==> src/rtl/srtc_pkg.sv <==
package srtc_pkg;
  typedef enum logic [2:0] {
    REG_SEC    = 3'd0,
    REG_FRAC   = 3'd1,
    REG_ALM_HI = 3'd2,
    REG_ALM_LO = 3'd3,
    REG_CTRL   = 3'd4,
    REG_STAT   = 3'd5,
    REG_IEN    = 3'd6
  } reg_sel_e;

  localparam int unsigned CTRL_RUN = 3;
  localparam int unsigned ST_BUSY  = 10;
  localparam int unsigned ST_READY = 9;
  localparam int unsigned ST_DONE  = 8;
  localparam int unsigned ST_ERR   = 7;
  localparam int unsigned ST_ALM   = 4;
  localparam int unsigned ST_NV    = 1;
  localparam int unsigned ST_SV    = 0;

  localparam logic [31:0] IEN_MASK = 32'h0000_0390;
endpackage

==> src/rtl/srtc_wr_pipe.sv <==
module srtc_wr_pipe #(
  parameter int unsigned DELAY = 4
) (
  input  logic        clk_i,
  input  logic        rst_ni,
  input  logic        tick_i,
  input  logic        req_i,
  input  logic [2:0]  addr_i,
  input  logic [31:0] data_i,
  output logic        busy_o,
  output logic        drop_o,
  output logic        commit_o,
  output logic [2:0]  addr_o,
  output logic [31:0] data_o
);
  localparam int unsigned CW = (DELAY > 1) ? $clog2(DELAY) : 1;
  localparam logic [CW-1:0] LAST = CW'(DELAY - 1);

  logic          busy_q;
  logic [CW-1:0] cnt_q;
  logic [2:0]    addr_q;
  logic [31:0]   data_q;

  always_ff @(posedge clk_i or negedge rst_ni) begin
    if (!rst_ni) begin
      busy_q <= 1'b0;
      cnt_q  <= '0;
      addr_q <= '0;
      data_q <= '0;
    end else if (busy_q) begin
      if (tick_i) begin
        if (cnt_q == LAST) begin
          busy_q <= 1'b0;
          cnt_q  <= '0;
        end else begin
          cnt_q <= cnt_q + 1'b1;
        end
      end
    end else if (req_i) begin
      busy_q <= 1'b1;
      cnt_q  <= '0;
      addr_q <= addr_i;
      data_q <= data_i;
    end
  end

  assign busy_o   = busy_q;
  assign drop_o   = busy_q && req_i;
  assign commit_o = busy_q && tick_i && (cnt_q == LAST);
  assign addr_o   = addr_q;
  assign data_o   = data_q;
endmodule

==> src/rtl/srtc_time_cnt.sv <==
module srtc_time_cnt #(
  parameter int unsigned FRAC_W = 32
) (
  input  logic              clk_i,
  input  logic              rst_ni,
  input  logic              tick_i,
  input  logic              run_i,
  input  logic              ld_sec_i,
  input  logic              ld_frac_i,
  input  logic [31:0]       ld_data_i,
  output logic [31:0]       sec_o,
  output logic [FRAC_W-1:0] frac_o,
  output logic              seeded_o
);
  logic [31:0]       sec_q;
  logic [FRAC_W-1:0] frac_q;
  logic              seeded_q;
  logic              step;

  assign step = run_i && seeded_q && tick_i;

  always_ff @(posedge clk_i or negedge rst_ni) begin
    if (!rst_ni) begin
      sec_q    <= '0;
      frac_q   <= '0;
      seeded_q <= 1'b0;
    end else begin
      if (ld_sec_i) seeded_q <= 1'b1;
      if (ld_sec_i)                   sec_q <= ld_data_i;
      else if (step && (&frac_q))     sec_q <= sec_q + 32'd1;
      if (ld_frac_i)  frac_q <= ld_data_i[FRAC_W-1:0];
      else if (step)  frac_q <= frac_q + 1'b1;
    end
  end

  assign sec_o    = sec_q;
  assign frac_o   = frac_q;
  assign seeded_o = seeded_q;
endmodule

==> src/rtl/srtc_alarm.sv <==
module srtc_alarm #(
  parameter int unsigned FRAC_W = 32
) (
  input  logic              clk_i,
  input  logic              rst_ni,
  input  logic              ld_hi_i,
  input  logic              ld_lo_i,
  input  logic [31:0]       ld_data_i,
  input  logic [31:0]       sec_i,
  input  logic [FRAC_W-1:0] frac_i,
  output logic [31:0]       hi_o,
  output logic [FRAC_W-1:0] lo_o,
  output logic              match_o
);
  logic [31:0]       hi_q;
  logic [FRAC_W-1:0] lo_q;

  always_ff @(posedge clk_i or negedge rst_ni) begin
    if (!rst_ni) begin
      hi_q <= '1;
      lo_q <= '0;
    end else begin
      if (ld_hi_i) hi_q <= ld_data_i;
      if (ld_lo_i) lo_q <= ld_data_i[FRAC_W-1:0];
    end
  end

  // all-ones high word parks the compare
  assign match_o = (hi_q != '1) && (sec_i == hi_q) && (frac_i == lo_q);
  assign hi_o    = hi_q;
  assign lo_o    = lo_q;
endmodule

==> src/rtl/srtc_regs.sv <==
module srtc_regs
  import srtc_pkg::*;
#(
  parameter int unsigned FRAC_W   = 32,
  parameter int unsigned WR_DELAY = 4
) (
  input  logic        clk_i,
  input  logic        rst_ni,
  input  logic        tick_i,
  input  logic        we_i,
  input  logic [2:0]  addr_i,
  input  logic [31:0] wdata_i,
  output logic [31:0] rdata_o,
  output logic        irq_o
);
  logic              st_wr, pipe_req;
  logic              busy_w, drop_w, commit_w;
  logic [2:0]        c_addr;
  logic [31:0]       c_data;
  logic              commit_ok, commit_bad;
  logic              run_q, done_q, err_q, alm_q, nv_q;
  logic [31:0]       ien_q;
  logic [31:0]       sec_w, alm_hi_w;
  logic [FRAC_W-1:0] frac_w, alm_lo_w;
  logic              seeded_w, match_w;
  logic [31:0]       stat_w;

  assign st_wr    = we_i && (addr_i == REG_STAT);
  assign pipe_req = we_i && (addr_i != REG_STAT);

  srtc_wr_pipe #(.DELAY(WR_DELAY)) u_pipe (
    .clk_i   (clk_i),
    .rst_ni  (rst_ni),
    .tick_i  (tick_i),
    .req_i   (pipe_req),
    .addr_i  (addr_i),
    .data_i  (wdata_i),
    .busy_o  (busy_w),
    .drop_o  (drop_w),
    .commit_o(commit_w),
    .addr_o  (c_addr),
    .data_o  (c_data)
  );

  assign commit_ok  = commit_w && !nv_q;
  assign commit_bad = commit_w && nv_q;

  srtc_time_cnt #(.FRAC_W(FRAC_W)) u_time (
    .clk_i    (clk_i),
    .rst_ni   (rst_ni),
    .tick_i   (tick_i),
    .run_i    (run_q),
    .ld_sec_i (commit_ok && (c_addr == REG_SEC)),
    .ld_frac_i(commit_ok && (c_addr == REG_FRAC)),
    .ld_data_i(c_data),
    .sec_o    (sec_w),
    .frac_o   (frac_w),
    .seeded_o (seeded_w)
  );

  srtc_alarm #(.FRAC_W(FRAC_W)) u_alarm (
    .clk_i    (clk_i),
    .rst_ni   (rst_ni),
    .ld_hi_i  (commit_ok && (c_addr == REG_ALM_HI)),
    .ld_lo_i  (commit_ok && (c_addr == REG_ALM_LO)),
    .ld_data_i(c_data),
    .sec_i    (sec_w),
    .frac_i   (frac_w),
    .hi_o     (alm_hi_w),
    .lo_o     (alm_lo_w),
    .match_o  (match_w)
  );

  always_ff @(posedge clk_i or negedge rst_ni) begin
    if (!rst_ni) begin
      run_q <= 1'b0;
      ien_q <= '0;
    end else if (commit_ok) begin
      if (c_addr == REG_CTRL) run_q <= c_data[CTRL_RUN];
      if (c_addr == REG_IEN)  ien_q <= c_data & IEN_MASK;
    end
  end

  // sticky flags: set beats a same-cycle clear
  always_ff @(posedge clk_i or negedge rst_ni) begin
    if (!rst_ni) begin
      done_q <= 1'b0;
      err_q  <= 1'b0;
      alm_q  <= 1'b0;
      nv_q   <= 1'b1;
    end else begin
      if (commit_ok)                      done_q <= 1'b1;
      else if (st_wr && wdata_i[ST_DONE]) done_q <= 1'b0;
      if (commit_bad || drop_w)           err_q  <= 1'b1;
      else if (st_wr && wdata_i[ST_ERR])  err_q  <= 1'b0;
      if (match_w)                        alm_q  <= 1'b1;
      else if (st_wr && wdata_i[ST_ALM])  alm_q  <= 1'b0;
      if (st_wr && wdata_i[ST_NV] && wdata_i[ST_SV]) nv_q <= 1'b0;
    end
  end

  always_comb begin
    stat_w           = '0;
    stat_w[ST_BUSY]  = busy_w;
    stat_w[ST_READY] = !busy_w;
    stat_w[ST_DONE]  = done_q;
    stat_w[ST_ERR]   = err_q;
    stat_w[ST_ALM]   = alm_q;
    stat_w[ST_NV]    = nv_q;
  end

  always_comb begin
    rdata_o = '0;
    case (addr_i)
      REG_SEC:    rdata_o = sec_w;
      REG_FRAC:   rdata_o = 32'(frac_w);
      REG_ALM_HI: rdata_o = alm_hi_w;
      REG_ALM_LO: rdata_o = 32'(alm_lo_w);
      REG_CTRL:   rdata_o[CTRL_RUN] = run_q;
      REG_STAT:   rdata_o = stat_w;
      REG_IEN:    rdata_o = ien_q;
      default:    rdata_o = '0;
    endcase
  end

  assign irq_o = |(stat_w & ien_q);
endmodule

==> config.mk <==
export PLATFORM = sky130hd
export DESIGN_NAME = srtc_regs
export DESIGN_NICKNAME = d
export VERILOG_FILES = /design/src/rtl/srtc_pkg.sv /design/src/rtl/srtc_wr_pipe.sv /design/src/rtl/srtc_time_cnt.sv /design/src/rtl/srtc_alarm.sv /design/src/rtl/srtc_regs.sv
export SDC_FILE = /design/constraint.sdc
export NUM_CORES = 1
export LEC_CHECK = 0
export BUFFER_PORTS_ARGS = -buffer_cell sky130_fd_sc_hd__buf_2
export CAP_MARGIN = 20
export CORE_MARGIN = 2
export CORE_UTILIZATION = 55
export CTS_CLUSTER_DIAMETER = 80
export DETAILED_ROUTE_END_ITERATION = 10
export GPL_TIMING_DRIVEN = 0
export HOLD_SLACK_MARGIN = 0.05
export PLACE_DENSITY = 0.74
export SYNTH_ARGS = -nofsm -noshare
export SYNTH_HDL_FRONTEND = slang
export SYNTH_SLANG_ARGS = --single-unit
==> constraint.sdc <==
create_clock -name clk_i -period 2.54 [get_ports clk_i]
set_clock_uncertainty 0.2 [all_clocks]
set_input_delay 0.127 -clock clk_i [delete_from_list [all_inputs] [get_ports clk_i]]
set_output_delay 0.127 -clock clk_i [all_outputs]
set_load 0.01 [all_outputs]
# [Yosys cells after proc, flatten, opt, wreduce, memory -nomap -nowiden]
# Index checks and enable logic that the tools add are counted.
# W data, S select, Z words.
[op_classes] reduce_logical=38 n_addsub=3 mux=21 bitwise_logic=2 eq_ne=17
[ops] cell="$pmux W28 S6" count=1
[ops] cell="$mux W32" count=4
[ops] cell="$add A32 B1 Y32 const B" count=2
[ops] cell="$eq A32 B32 Y1" count=2
[ops] cell="$ne A32 B32 Y1 const B" count=1
[ops] cell="$reduce_and A32 Y1" count=1
[ops] cell="$reduce_or A32 Y1" count=1
[ops] cell="$logic_and A1 B1 Y1" count=21
[ops] cell="$eq A3 B3 Y1 const B" count=5
[ops] cell="$pmux W3 S5" count=1
[ops] cell="$eq A3 B2 Y1 const B" count=4
[ops] cell="$reduce_bool A2 Y1" count=6
[ops] cell="$and A11 B10 Y11" count=1
[ops] cell="$mux W1" count=10
[ops] cell="$mux W2" count=4
[ops] cell="$reduce_and A2 Y1" count=4
[ops] cell="$eq A3 B1 Y1 const B" count=2
[ops] cell="$logic_not A3 Y1" count=2
[ops] cell="$pmux W1 S5" count=1
[ops] cell="$ne A3 B3 Y1 const B" count=1
[ops] cell="$add A2 B1 Y2 const B" count=1
[ops] cell="$eq A2 B2 Y1 const B" count=1
[ops] cell="$logic_not A1 Y1" count=2
[ops] cell="$ne A2 B2 Y1 const B" count=1
[ops] cell="other kinds (2)" count=2
[totals] input_bits=39 regBits=176 output_inout_bits=33 wordCells=96

# [Logic depth before layout (Yosys ltp)]
[logic_depth] depth_word=5 mapped_depth=9 mapped_depth_nobuf=7

# [Modules after synthesis]
# Synthesis repeated with hierarchy kept, for this count alone.
[unflattened] cells_unflattened=918 hier_area_um2=10199.8
[by_module_without_submodules] module="srtc_time_cnt" cells_per_inst=447 seq_area_each_um2=1626.6 n_inst=1 area_per_inst_um2=3819.9
[by_module_without_submodules] module="srtc_alarm" cells_per_inst=232 seq_area_each_um2=1641.6 n_inst=1 area_per_inst_um2=3166.8
[by_module_without_submodules] module="srtc_wr_pipe" cells_per_inst=88 seq_area_each_um2=950.9 n_inst=1 area_per_inst_um2=1611.5
[by_module_without_submodules] module="srtc_regs" cells_per_inst=151 seq_area_each_um2=226.5 n_inst=1 area_per_inst_um2=1601.5

# [Worst setup path after synthesis]
# Ideal clock, no wire load.
[synth_timing] path_type="register to register" start="reg u_time.frac_q[0] (netlist: u_time.frac_o[0])" end="reg u_time.sec_q[14] (netlist: u_time.sec_o[14])" path_stages_with_launch=9 slack_ns=0.248 required_time_ns=2.213 period_less_slack_ns=2.292 setup_time_ns=0.127 t_arrival_ns=1.965 n_path_buf=1 path_cell_list="dfrtp_1 > ha_1 > and3_1 > nand4_4 > or3_4 > buf_6 > nor4_1 > xnor2_1 > o21ai_2"
[synth_between] elab_chain_cells=3
[synth_rtl] element="from (decl)" line="srtc_time_cnt.sv:16" rtl="logic [FRAC_W-1:0] frac_q;"
[synth_rtl] element="from (signal assigned)" line="srtc_time_cnt.sv:31" rtl="if (ld_frac_i) frac_q <= ld_data_i[FRAC_W-1:0];"
[synth_rtl] element="from (signal assigned)" line="srtc_time_cnt.sv:32" rtl="else if (step) frac_q <= frac_q + 1'b1;"
[synth_rtl] element="$reduce_and A32 Y1" line="srtc_time_cnt.sv:30" rtl="else if (step && (&frac_q)) sec_q <= sec_q + 32'd1;"
[synth_rtl] element="$logic_and A1 B1 Y1" line="srtc_time_cnt.sv:30"
[synth_rtl] element="$reduce_bool A2 Y1 (no source line)"
[synth_rtl] element="to (signal assigned)" line="srtc_time_cnt.sv:29" rtl="if (ld_sec_i) sec_q <= ld_data_i;"
[synth_rtl] element="to (signal assigned)" line="srtc_time_cnt.sv:30"
[synth_rtl] element="to (decl)" line="srtc_time_cnt.sv:15" rtl="logic [31:0] sec_q;"
# No other way between the ends.
# A chain may end at the register's enable or synchronous reset.

# [Final worst setup path]
[layout_timing] start="reg u_time.frac_q[4] (netlist: u_time.frac_o[4])" end="reg u_time.sec_q[17] (netlist: u_time.sec_o[17])"
# Same word-level chain as after synthesis.

==> impl_metrics.json <==
{
  "status": "finished clean",
  "ys.flop_type": "dfrtp_1",
  "initialDrtViolationCount": 943,
  "yosysTopAreaCell": "dfrtp_1",
  "min_path_type": "input port to register",
  "core_um2": 17100,
  "routedWlPerCell_um": 23.7,
  "dp.cells": 1181,
  "syn_to_final_growth_pct": 21.1,
  "critPathSlowestCell": "or3_4",
  "clkTransAtPathRegs_ns": 0.07,
  "crit_chain": "clkbuf_4 > and4_1 > buf_4 > nand4_4 > or3_4 > buf_6 > nor4_2 > xnor2_1 > a21oi_1",
  "io_pins": 72,
  "fmax_mhz": 401,
  "synth_top_cells_by_count": "dfrtp_1 (143), mux2_2 (104), xor2_1 (100)",
  "seqCellArea_um2": 4450,
  "fin_crit_sh": 0.981,
  "grt_pass1_vias": 7731,
  "grt_overflow": 0,
  "rr_worst_depth": 9,
  "cp_num_cells": 9,
  "finalPower_mw": 11.6,
  "yosysWarnings": 0,
  "max_slew_margin": 0.463,
  "std_cell_rows": 48,
  "via_per_inst": 6.34,
  "fin_cells": 1259,
  "async_reset_ff_frac": 1.00,
  "ys_top_cells_by_area": "dfrtp_1 (37%), mux2_2 (12%), xor2_1 (9.2%)",
  "vias": 7983,
  "slowest_delay_ns": 0.42,
  "worst-path-buf-inv": 3,
  "die_y_um": 136,
  "multi_input_area_um2": 5040,
  "max_slew.worst_pin.slew_ns": 0.806,
  "syn_inst": 884,
  "fin_ws_ns": 0.0492,
  "crit_family": "simple AND/OR/NAND/NOR gates",
  "power.density_nw_per_um2": 1010,
  "grt_use_total": 0.334,
  "maxCapViolCount": 0,
  "antenna_cells": 0,
  "p_leak_nw": 5.49,
  "cts_root_buf": "clkbuf_16",
  "yosysUniqueCellTypes": 49,
  "arrival_ns": 2.59,
  "grt_pass1_wl_um": 45300,
  "start_util": 0.558,
  "finalHoldViolations": 0,
  "antenna_left": 0,
  "reg2reg_slack_ns": 0.05,
  "pre_cts_slack_ns": -0.584,
  "cts.sinks": 176,
  "grt_max_degree": 115,
  "slew_viol_final": 0,
  "htreeDepth": 4,
  "portBuffers": 71,
  "setup_viol": 0,
  "synth_top_area_share": 0.375,
  "min_path_cells": 3,
  "ys_ff_latch": 176,
  "syn_area_um2": 9550,
  "worstPathRequired_ns": 2.64,
  "synth_most_common_cell": "dfrtp_1",
  "die_w_um": 136,
  "rsz0062_at_grt": "true",
  "start_kind": "register",
  "path_max_fanout": 10,
  "drive_gt1_frac": 0.313,
  "max-vdd-ir-drop_v": 0.000622,
  "synth_edf_count": 0,
  "drc": 0,
  "avgSynthCellArea_um2": 10.8,
  "place.gp.congestion": 0.992,
  "min_period_ns": 2.49,
  "synth-seq-area-share": 0.465,
  "antenna_found_initial": 0,
  "drt_wl_total_um": 29900,
  "worstSetupPathType": "register to register",
  "cts_tree": "yes",
  "cp-end-kind": "register",
  "fillers": 1342,
  "die-area_um2": 18400,
  "firstDrtPassIters": 5,
  "clk-insertion-delay-late_ns": 0.44,
  "dp_hpwl_um": 20900,
  "numCtsBuffers": 17,
  "fin_nets": 1064,
  "clk_path_buf_depth": 2,
  "synth_nets": 926
}
==> layer usage <==
metal	share of wire	routed length (µm)	global-route usage	vias up
met2	0.45	13600	0.503	390
li1	-	-	-	3508
met4	0.043	1280	0.152	0
met3	0.084	2510	0.0845	88
met1	0.42	12500	0.457	3997
met5	0	0	0	-
==> report_power, final <==
group	internal (mW)	switching, mW	leakage (nW)
Clock	1.76	1.13	0.302
Sequential	3.97	1.55	2.20
Combinational	1.64	1.57	2.98
==> worst min-delay path, delay by kind of cell <==
family,cells,cell delay [ns]
multiplexers,1,0.20
buffers and inverters,2,0.39
==> kinds of logic after synthesis <==
logic type      Yosys count  share of synthesized area
buf+inv                  62                     0.0273
simple gates            267                      0.151
fa+ha+maj                 3                    0.00393
xor+xnor                126                      0.116
compound gates          135                      0.100
flops                   176                      0.465
mux                     115                      0.137
==> sequential cells by signal, indices dropped and copies added, names as in the netlist <==
register	flops
u_pipe.data_o	32
u_pipe.busy_o	1
u_pipe.addr_o	3
run_q	1
u_time.frac_o	32
u_time.seeded_o	1
nv_q	1
u_time.sec_o	32
u_pipe.cnt_q	2
u_alarm.hi_o	32
done_q	1
err_q	1
ien_q	4
alm_q	1
u_alarm.lo_o	32
==> path summary, 6_finish.rpt <==
path	to	start
hold reg to reg	u_time.seeded_o	u_time.seeded_o
max in group asynchronous	u_pipe.data_o[6]	rst_ni
min in group asynchronous	u_alarm.lo_o[7]	rst_ni
setup / recovery	u_time.sec_o[17]	u_time.frac_o[4]
setup reg to reg	u_time.sec_o[17]	u_time.frac_o[4]
hold / removal	u_pipe.addr_o[0]	addr_i[0]
==> metrics by stage <==
| stage | cell area [µm²] | setup TNS (ns) | hold slack [ns] | util |
|---|---|---|---|---|
| 4_1_cts | 11400 | -0.0202 | 0.177 | 0.665 |
| 2_1_floorplan | 9550 | 0 | -0.369 | - |
| 3_5_place_dp | 10200 | -31.78 | -0.0931 | 0.598 |
| 3_3_place_gp | 10200 | -288.99 | 0.118 | 0.595 |
| 5_1_grt | 11600 | -0.0257 | 0.160 | 0.676 |
| 6_report | 11600 | 0 | 0.119 | 0.676 |
==> area by class of cell <==
class,instances,share of cell area
sequential,176,0.385
clock inverter,11,0.0162
buffer,51,0.0219
clock buffer,20,0.0386
timing repair buffer,122,0.0749
inverter,8,0.00260
multi-input combinational,646,0.436
tap,225,0.0243
==> cells in the final DEF, fill, tap and decap left out, drive strengths merged, types with 11 or more instances in the layout <==
| master | instances |
|---|---|
| nor3 | 11 |
| nand2 | 64 |
| o21ai | 33 |
| buf | 96 |
| clkbuf | 58 |
| dfrtp | 143 |
| a21oi | 34 |
| nand4 | 40 |
| nand3 | 37 |
| xnor2 | 26 |
| dlygate4sd3 | 39 |
| and3 | 16 |
| a22o | 27 |
| mux2 | 106 |
| nor2 | 46 |
| a221o | 28 |
| nor4 | 30 |
| xor2 | 100 |
| dfstp | 33 |
==> timing repair <==
item,4_1_cts,5_1_grt
hold buffers,39,0
pin swaps,2,7
hold endpoints to repair,194,0
cloned,0,0
setup endpoints to repair,151,124
gates resized for setup,31,40
setup buffers,3,8
(Power assumes the default switching activity.)
